===== src/rtl/ialu_pkg.sv =====
package ialu_pkg;

   typedef enum logic [2:0] {
      OPC_ADD  = 3'd0,
      OPC_SUB  = 3'd1,
      OPC_CMP  = 3'd2,
      OPC_OR   = 3'd3,
      OPC_XOR  = 3'd4,
      OPC_BTST = 3'd5,
      OPC_RSV6 = 3'd6,
      OPC_RSV7 = 3'd7
   } opc_e;

   typedef struct packed {
      logic v;
      logic c;
      logic n;
      logic z;
   } flags_t;

   localparam int unsigned OPC_BITS  = 3;
   localparam int unsigned FLAG_BITS = 4;

   typedef enum logic [1:0] {
      LSEL_OR  = 2'd0,
      LSEL_XOR = 2'd1,
      LSEL_AND = 2'd2
   } lsel_e;

endpackage


===== src/rtl/ialu_addsub.sv =====
module ialu_addsub #(
   parameter int unsigned WIDTH       = 32,
   parameter int unsigned CARRY_STYLE = 0
) (
   input  logic [WIDTH-1:0] a_i,
   input  logic [WIDTH-1:0] b_i,
   input  logic             sub_i,
   output logic [WIDTH-1:0] res_o,
   output logic             carry_o,
   output logic             ovf_o
);
   localparam int unsigned MSB = WIDTH - 1;

   generate
      if (WIDTH < 2) begin : g_bad_width
         $error("ialu_addsub: WIDTH must be at least 2");
      end
      if (CARRY_STYLE > 1) begin : g_bad_style
         $error("ialu_addsub: CARRY_STYLE must be 0 or 1");
      end
   endgenerate

   logic [WIDTH:0] ext;

   generate
      if (CARRY_STYLE == 0) begin : g_ext_carry
         always_comb begin
            if (sub_i) ext = {1'b0, a_i} - {1'b0, b_i};
            else       ext = {1'b0, a_i} + {1'b0, b_i};
         end
         assign res_o   = ext[MSB:0];
         assign carry_o = ext[WIDTH];
      end else begin : g_cmp_carry
         always_comb begin
            ext = '0;
            if (sub_i) ext[MSB:0] = a_i - b_i;
            else       ext[MSB:0] = a_i + b_i;
         end
         assign res_o   = ext[MSB:0];
         assign carry_o = sub_i ? (b_i > a_i)
                                : ((ext[MSB:0] < a_i) || (ext[MSB:0] < b_i));
      end
   endgenerate

   logic same_sign;
   assign same_sign = (a_i[MSB] == b_i[MSB]);
   assign ovf_o = (sub_i ? !same_sign : same_sign) && (res_o[MSB] != a_i[MSB]);

endmodule


===== src/rtl/ialu_logic.sv =====
module ialu_logic
   import ialu_pkg::*;
#(
   parameter int unsigned WIDTH = 32
) (
   input  logic [WIDTH-1:0] a_i,
   input  logic [WIDTH-1:0] b_i,
   input  lsel_e            sel_i,
   output logic [WIDTH-1:0] res_o
);
   generate
      if (WIDTH < 1) begin : g_bad_width
         $error("ialu_logic: WIDTH must be positive");
      end
   endgenerate

   always_comb begin
      unique case (sel_i)
         LSEL_OR:  res_o = a_i | b_i;
         LSEL_XOR: res_o = a_i ^ b_i;
         LSEL_AND: res_o = a_i & b_i;
         default:  res_o = '0;
      endcase
   end

endmodule


===== src/rtl/ialu_flagreg.sv =====
module ialu_flagreg
   import ialu_pkg::*;
(
   input  logic   clk,
   input  logic   rst,
   input  logic   load_i,
   input  flags_t next_i,
   output flags_t flags_o
);
   always_ff @(posedge clk) begin
      if (rst)         flags_o <= '0;
      else if (load_i) flags_o <= next_i;
   end


   flag_reset_chk: assert property (@(posedge clk) rst |=> (flags_o == '0));


   flag_hold_chk: assert property (@(posedge clk) disable iff (rst)
      !load_i |=> $stable(flags_o));


   flag_load_chk: assert property (@(posedge clk) disable iff (rst)
      load_i |=> (flags_o == $past(next_i)));

endmodule


===== src/rtl/int_alu_flags.sv =====
module int_alu_flags
   import ialu_pkg::*;
#(
   parameter int unsigned WIDTH       = 32,
   parameter int unsigned CARRY_STYLE = 0
) (
   input  logic                clk,
   input  logic                rst,
   input  logic                valid_i,
   input  logic [OPC_BITS-1:0] op_i,
   input  logic [WIDTH-1:0]    src_i,
   input  logic [WIDTH-1:0]    dst_i,
   output logic [WIDTH-1:0]    result_o,
   output logic                wr_en_o,
   output logic [FLAG_BITS-1:0] status_o
);
   localparam int unsigned MSB = WIDTH - 1;

   generate
      if (WIDTH < 2) begin : g_bad_width
         $error("int_alu_flags: WIDTH must be at least 2");
      end
   endgenerate

   opc_e opc;
   assign opc = opc_e'(op_i);

   logic is_arith, is_sub, is_logic, is_known, writes;
   lsel_e lsel;

   always_comb begin
      is_arith = 1'b0;
      is_sub   = 1'b0;
      is_logic = 1'b0;
      writes   = 1'b0;
      lsel     = LSEL_AND;
      unique case (opc)
         OPC_ADD:  begin is_arith = 1'b1; writes = 1'b1; end
         OPC_SUB:  begin is_arith = 1'b1; is_sub = 1'b1; writes = 1'b1; end
         OPC_CMP:  begin is_arith = 1'b1; is_sub = 1'b1; end
         OPC_OR:   begin is_logic = 1'b1; lsel = LSEL_OR;  writes = 1'b1; end
         OPC_XOR:  begin is_logic = 1'b1; lsel = LSEL_XOR; writes = 1'b1; end
         OPC_BTST: begin is_logic = 1'b1; lsel = LSEL_AND; end
         default:  begin end
      endcase
      is_known = is_arith || is_logic;
   end

   logic [WIDTH-1:0] as_res, lg_res;
   logic             as_carry, as_ovf;

   ialu_addsub #(.WIDTH(WIDTH), .CARRY_STYLE(CARRY_STYLE)) u_addsub (
      .a_i     (dst_i),
      .b_i     (src_i),
      .sub_i   (is_sub),
      .res_o   (as_res),
      .carry_o (as_carry),
      .ovf_o   (as_ovf)
   );

   ialu_logic #(.WIDTH(WIDTH)) u_logic (
      .a_i   (dst_i),
      .b_i   (src_i),
      .sel_i (lsel),
      .res_o (lg_res)
   );

   always_comb begin
      if (is_arith)      result_o = as_res;
      else if (is_logic) result_o = lg_res;
      else               result_o = '0;
   end

   assign wr_en_o = valid_i && writes;

   flags_t next_flags;
   always_comb begin
      next_flags   = '0;
      next_flags.z = (result_o == '0);
      next_flags.n = result_o[MSB];
      if (is_arith) begin
         next_flags.c = as_carry;
         next_flags.v = as_ovf;
      end
   end

   flags_t flags_q;
   ialu_flagreg u_flagreg (
      .clk     (clk),
      .rst     (rst),
      .load_i  (valid_i && is_known),
      .next_i  (next_flags),
      .flags_o (flags_q)
   );

   assign status_o = flags_q;


   wr_idle_chk: assert property (@(posedge clk) disable iff (rst)
      !valid_i |-> !wr_en_o);


   cmp_nowrite_chk: assert property (@(posedge clk) disable iff (rst)
      (op_i == 3'd2 || op_i == 3'd5) |-> !wr_en_o);


   rsv_zero_chk: assert property (@(posedge clk) disable iff (rst)
      (op_i[2:1] == 2'b11) |-> (result_o == '0 && !wr_en_o));


   rsv_hold_chk: assert property (@(posedge clk) disable iff (rst)
      (op_i[2:1] == 2'b11) |=> $stable(status_o));


   logic_cv_clear_chk: assert property (@(posedge clk) disable iff (rst)
      (valid_i && (op_i == 3'd3 || op_i == 3'd4 || op_i == 3'd5))
      |=> (status_o[3:2] == 2'b00));


   zn_track_chk: assert property (@(posedge clk) disable iff (rst)
      (valid_i && op_i <= 3'd5)
      |=> (status_o[0] == ($past(result_o) == '0)
           && status_o[1] == $past(result_o[MSB])));

endmodule


===== config.mk =====
export PLATFORM = sky130hd
export DESIGN_NAME = int_alu_flags
export DESIGN_NICKNAME = d
export VERILOG_FILES = /design/src/rtl/ialu_pkg.sv /design/src/rtl/ialu_addsub.sv /design/src/rtl/ialu_logic.sv /design/src/rtl/ialu_flagreg.sv /design/src/rtl/int_alu_flags.sv
export SDC_FILE = /design/constraint.sdc
export NUM_CORES = 1
export LEC_CHECK = 0
export BUFFER_PORTS_ARGS = -buffer_cell sky130_fd_sc_hd__buf_4
export CORE_MARGIN = 10
export CORE_UTILIZATION = 50
export CTS_CLUSTER_SIZE = 8
export DETAILED_ROUTE_END_ITERATION = 6
export PLACE_DENSITY = 0.84
export REMOVE_ABC_BUFFERS = 1
export SETUP_SLACK_MARGIN = 0.3
export SLEW_MARGIN = 20
export SYNTH_ARGS = -nofsm -noshare
export SYNTH_HDL_FRONTEND = slang
export SYNTH_SLANG_ARGS = --single-unit

===== constraint.sdc =====
create_clock -name clk -period 5.95 [get_ports clk]
set_input_delay 0.8925 -clock clk [delete_from_list [all_inputs] [get_ports clk]]
set_output_delay 0.8925 -clock clk [all_outputs]
set_load 0.05 [all_outputs]

### Word level (Yosys, flattened, before mapping)

Cells that the tools add are included.

* multiplexer cells: 11
* div/mod/pow operators: 0
* equal/unequal tests: 9
* order comparisons: 0
* shift-type cells: 0
* reduce and logical (&&, ||, !) cells: 12
* $add $sub $neg: 2
* bitwise logic cells: 3
* multipliers: 0

Operators by type and width (number)
* case mux 32 bit (3 select lines): 1
* two-way mux 32 bit: 2
* adder 32 x 32 -> 33 bit: 1
* two-way mux 33 bit: 1
* subtractor 32 x 32 -> 33 bit: 1
* bitwise AND 32 bit: 1
* logical NOT 32 bit: 1
* bitwise OR 32 bit: 1
* XOR 32 bit: 1
* == test 3 x 2 -> 1 bit (second input constant): 2
* == test 3 bit (second input constant): 2
* OR reduction 3 bit: 2
* two-way mux 1 bit: 5
* case mux 2 bit (2 select lines): 1
* OR reduction 4 bit: 1
* == test 3 x 1 -> 1 bit (second input constant): 1
* logical AND 1 bit: 3
* logical NOT 3 bit: 1
* == test 2 x 1 -> 1 bit (second input constant): 1
* == test 2 bit (second input constant): 1
* logical NOT 2 bit: 1
* two-way mux 2 bit: 1
* OR reduction 2 bit: 1
* == test 1 bit: 1
* other kinds (3): 3

* flip-flop bits (word level): 4
* bits in writable memories: 0
* latch bits: 0
* memory bits (read-only): 0
* bits of input ports: 70
* memories kept: 0

### Logic depth before layout (Yosys ltp)

* depth in word-level cells: 7
* mapped depth: 21
* depth with buffers taken out: 21

### By module

Synthesis repeated with hierarchy kept, for this count alone.

* cell total of the unflattened synthesis: 767
* area, all modules: 6010.8 sq um

By module, submodules not included
* ialu_addsub: cells each 370, times used 1, area each 2537.4 sq um, sequential area each 0.0 sq um
* ialu_logic: cells each 271, times used 1, area each 2419.8 sq um, sequential area each 0.0 sq um
* int_alu_flags: cells each 113, times used 1, area each 913.4 sq um, sequential area each 0.0 sq um
* ialu_flagreg: cells each 13, times used 1, area each 140.1 sq um, sequential area each 80.1 sq um

### Worst setup path after synthesis

OpenSTA, ideal clock, no wires.

* path type: in2out
* start: in src_i[9]
* end: out result_o[24]
* arrival: 4923 ps
* setup slack: 135 ps
* stages: 16
* data required time: 5058 ps
* buffers on the path: 1
* cell sequence: inv_1 > nand4_1 > or3_1 > or3_1 > nor2_1 > a21oi_1 > xnor2_1 > ha_1 > clkbuf_1 > a21o_1 > o21bai_1 > or3_1 > or3_1 > nand2_1 > xor2_1 > o21ai_0

* word-level cells in the longest chain between the ends: 3
* elaborated cells between the ends (all ways): 4
* classes of those cells: 2 x add/sub; 2 x mux

RTL lines
* start, declared: RTL line int_alu_flags.sv:11 `input logic [WIDTH-1:0] src_i,`
* adder 32 x 32 -> 33 bit / subtractor 32 x 32 -> 33 bit (equally long branches): RTL line ialu_addsub.sv:29, ialu_addsub.sv:28
* two-way mux 33 bit *: RTL line ialu_addsub.sv:28 `if (sub_i) ext = {1'b0, a_i} - {1'b0, b_i};`
* two-way mux 32 bit *: RTL line int_alu_flags.sv:69 `if (is_arith) result_o = as_res;`
* end, declared: RTL line int_alu_flags.sv:13 `output logic [WIDTH-1:0] result_o,`

Every way passes the cells marked *; elsewhere a longest branch is shown, timed or not.

### Worst setup path after layout

* start: in src_i[7]
* end: out result_o[30]

Same word-level chain as after synthesis.

==> impl_metrics.toml <==
[timing]
worst_pin_slew_ns = 0.766
timing.final.crit_share_pct = 93.1
worst_hold_slack_ns = 0.440
hold_viol_final = 0
relSlewSlack_pct = 48.9
fmax_mhz = 181
finalSetupViolations = 0
fin_worst_skew_ns = 0
period_minus_slack_ns = 5.54
rsz0062_at_grt = "yes"
tns_ns = 0
slew_viol_final = 0

[min_path]
whs_path_depth = 2
hold_path_end = "u_flagreg.flags_o[0]"
min_from = "u_flagreg.flags_o[0]"
hold_path_class = "flip-flop to flip-flop"

[routing]
postRouteAntennaNets = 0
viasPerCell = 5.96
drt_wl_total_um = 16200
drt_iter0_drc = 416
route.detailed.drc = 0
vias = 5588
drt_first_pass_iters = 5
wl_per_cell_um = 17.3

[clock_network]
cts.clk_slew.worst_paths_ns = 0.03
h-tree-depth = 1
cts.sinks = 4
hold_buffers = 0
cts_buffers = 3
cts_root_buf = "clkbuf_8"
cts_tree = "built"
clock_path_buffers = 2
clock_latency_ns = 0.22

[setup_path]
crit_type = "input pin to output port"
rrSetupSlack_ns = 5.34
cp-start-kind = "input pin"
reg2reg_depth = 2
r2r-end = "u_flagreg.flags_o[1]"
arrival_ns = 4.65
cp-end-kind = "output port"
cp_max_fo = 7
crit_top_cell = "or3_4"
cp_slowest_cell = "or3_4"
slowest_delay_ns = 0.42
worst_ep_required_time_ns = 5.06
crit_chain = "buf_4 > inv_2 > nand4_1 > or3_4 > or3_4 > nor2_4 > nand3_1 > o21ai_0 > xnor2_1 > ha_1 > nand4_1 > or3_4 > o21ai_4 > mux2_2 > nand2b_1 > buf_4"
r2r-start = "u_flagreg.flags_o[1]"

[global_routing]
grt-ovfl-total = 0
antenna_found_initial = 0
grt_pass1_wl_um = 26200
grt_pass1_vias = 5468
grt_usage_pct = 21.2
grt_max_degree = 41

[power_and_ir_drop]
p_leak_nw = 3.11
powerDensity_mw_per_mm2 = 171
p_total_mw = 1.05
peakVddDrop_mv = 0.117

[cells_and_area]
top_register = "u_flagreg.flags_o"
num-nets-final = 974
antennaDiodeCount = 0
largest_register_ffs = 4
top_regs = "u_flagreg.flags_o: 4 flops"
area_growth_pct = 24.1
drive_gt1_share_pct = 22.3
num-fill-cells = 874

[run]
max-cap-violations = 0

[logic_synthesis]
ys_types = 64
avgSynthCellArea_sq_um = 7.01
netlist_area_sq_mm = 0.00491
yosysSeqAreaShare_pct = 1.63
synth_top_flop_cell = "dfxtp_1"
yosys_register_bits = 4
synth-edff-count = 0
yosys_warnings = 0
async_flop_share_pct = 0
netlist_instances = 701

[floorplanning]
chipWidth_um = 119
die_h_um = 119
rows = 36
core-area_sq_mm = 0.00968
dieArea_sq_mm = 0.0142
pin_count = 107
initial_core_util_pct = 50.7

[outcome]
outcome = "finished, final reports clean"

[placement]
place_congestion = 1.01
io_buffer_count = 106
hpwl_um = 12900
## synthesized netlist by cell type (all sizes together) (6+ instances only)
master | instances | area, sq um
a21o | 13 | 97.6
a21oi | 47 | 239
a31oi | 10 | 62.6
buf | 14 | 95.1
clkbuf | 16 | 60.1
ha | 97 | 1210
inv | 83 | 312
mux2i | 39 | 390
nand2 | 54 | 218
nand2b | 16 | 100
nand3 | 12 | 60.1
nand4 | 17 | 106
nor2 | 45 | 169
nor3 | 14 | 70.1
nor4 | 6 | 43.8
o211ai | 10 | 75.1
o21ai | 43 | 215
o22a | 11 | 96.3
o22ai | 17 | 113
o31ai | 6 | 45.0
or3 | 11 | 68.8
xnor2 | 37 | 324
xor2 | 10 | 87.6
## power breakdown
part           total [mW]  leakage [nW]  switching [mW]  internal (mW)
registers          0.0293        0.0325        0.000790         0.0285
logic               0.956          3.05           0.603          0.354
clock network      0.0599        0.0216          0.0166         0.0433
total                1.05          3.11           0.620          0.425
## area by class of cell
class	count	area, sq um	area share [%]
multi-input combinational	584	4510	74.0
inverter	83	312	5.11
timing repair buffer	130	987	16.2
tap	133	166	2.73
sequential	4	80.1	1.31
clock buffer	3	41.3	0.677
## worst max-delay path: cells and delay by family
kind	cells	cell delay, ns
xor gates and xnor gates	1	0.12
and+or+nand+nor	8	2.01
AOI/OAI and AO/OA	2	0.46
adders and majority gates	1	0.40
buffers and inverters	3	0.39
muxes	1	0.35
## metrics by stage
stage,worst slack [ns],area (sq um),std cells,util [%]
floorplan,0.173,4760,671,-
global placement,0.247,5860,928,60.5
detailed placement,0.143,5860,928,60.5
CTS,0.320,5910,931,61.1
global route,0.238,6100,937,63.0
finish,0.412,6100,937,63.0
## what timing repair did
item / CTS / global route
gates resized for setup: 5 / 43
cloned: 0 / 0
pin swaps: 0 / 13
setup buffers: 0 / 6
setup endpoints to repair: 3 / 8
## cells in the final DEF, fill, tap and decap left out, drive strengths merged, types with 5 or more instances in the layout
master	n
a211o	5
or3	11
inv	83
o211ai	10
o22ai	17
or2	5
a21o	13
xor2	10
nand2b	16
nand3	12
buf	130
nand2	54
o22a	11
mux2i	39
nor3	14
o31ai	6
a31oi	10
nand4	17
o21ai	43
xnor2	37
o21a	5
ha	97
nor2	45
a21oi	47
nor4	6
## logic make-up (layout without fill, tap and decap cells)
| family | count (synthesis) | in the layout | share of synthesized area, % |
|---|---|---|---|
| AOI/OAI and AO/OA | 201 | 201 | 26.9 |
| and+or+nand+nor | 196 | 196 | 19.9 |
| buffers and inverters | 113 | 216 | 9.50 |
| adders and majority gates | 98 | 98 | 25.1 |
| xor gates and xnor gates | 47 | 47 | 8.38 |
| muxes | 42 | 42 | 8.63 |
| DFF | 4 | 4 | 1.63 |
## worst max path at each step
stage | start | endpoint | slack, ns | cells after the start
after global placement | src_i[8] | result_o[30] | 0.25 | 17
final | src_i[7] | result_o[30] | 0.41 | 16
after global routing | src_i[7] | result_o[31] | 0.24 | 18
after floorplan | src_i[9] | result_o[24] | 0.17 | 15
after detailed placement | src_i[8] | result_o[30] | 0.14 | 17
after CTS | src_i[8] | result_o[28] | 0.32 | 18
## per-layer routing
layer  vias up  part of all wire, %  GRT usage [%]
met5         -                    0              0
met2       227                   47           36.4
li1       2750                    -              -
met1      2577                   44           27.1
met4         0                  2.4           6.34
met3        34                  6.6           2.50
(Power assumes the default switching activity.)
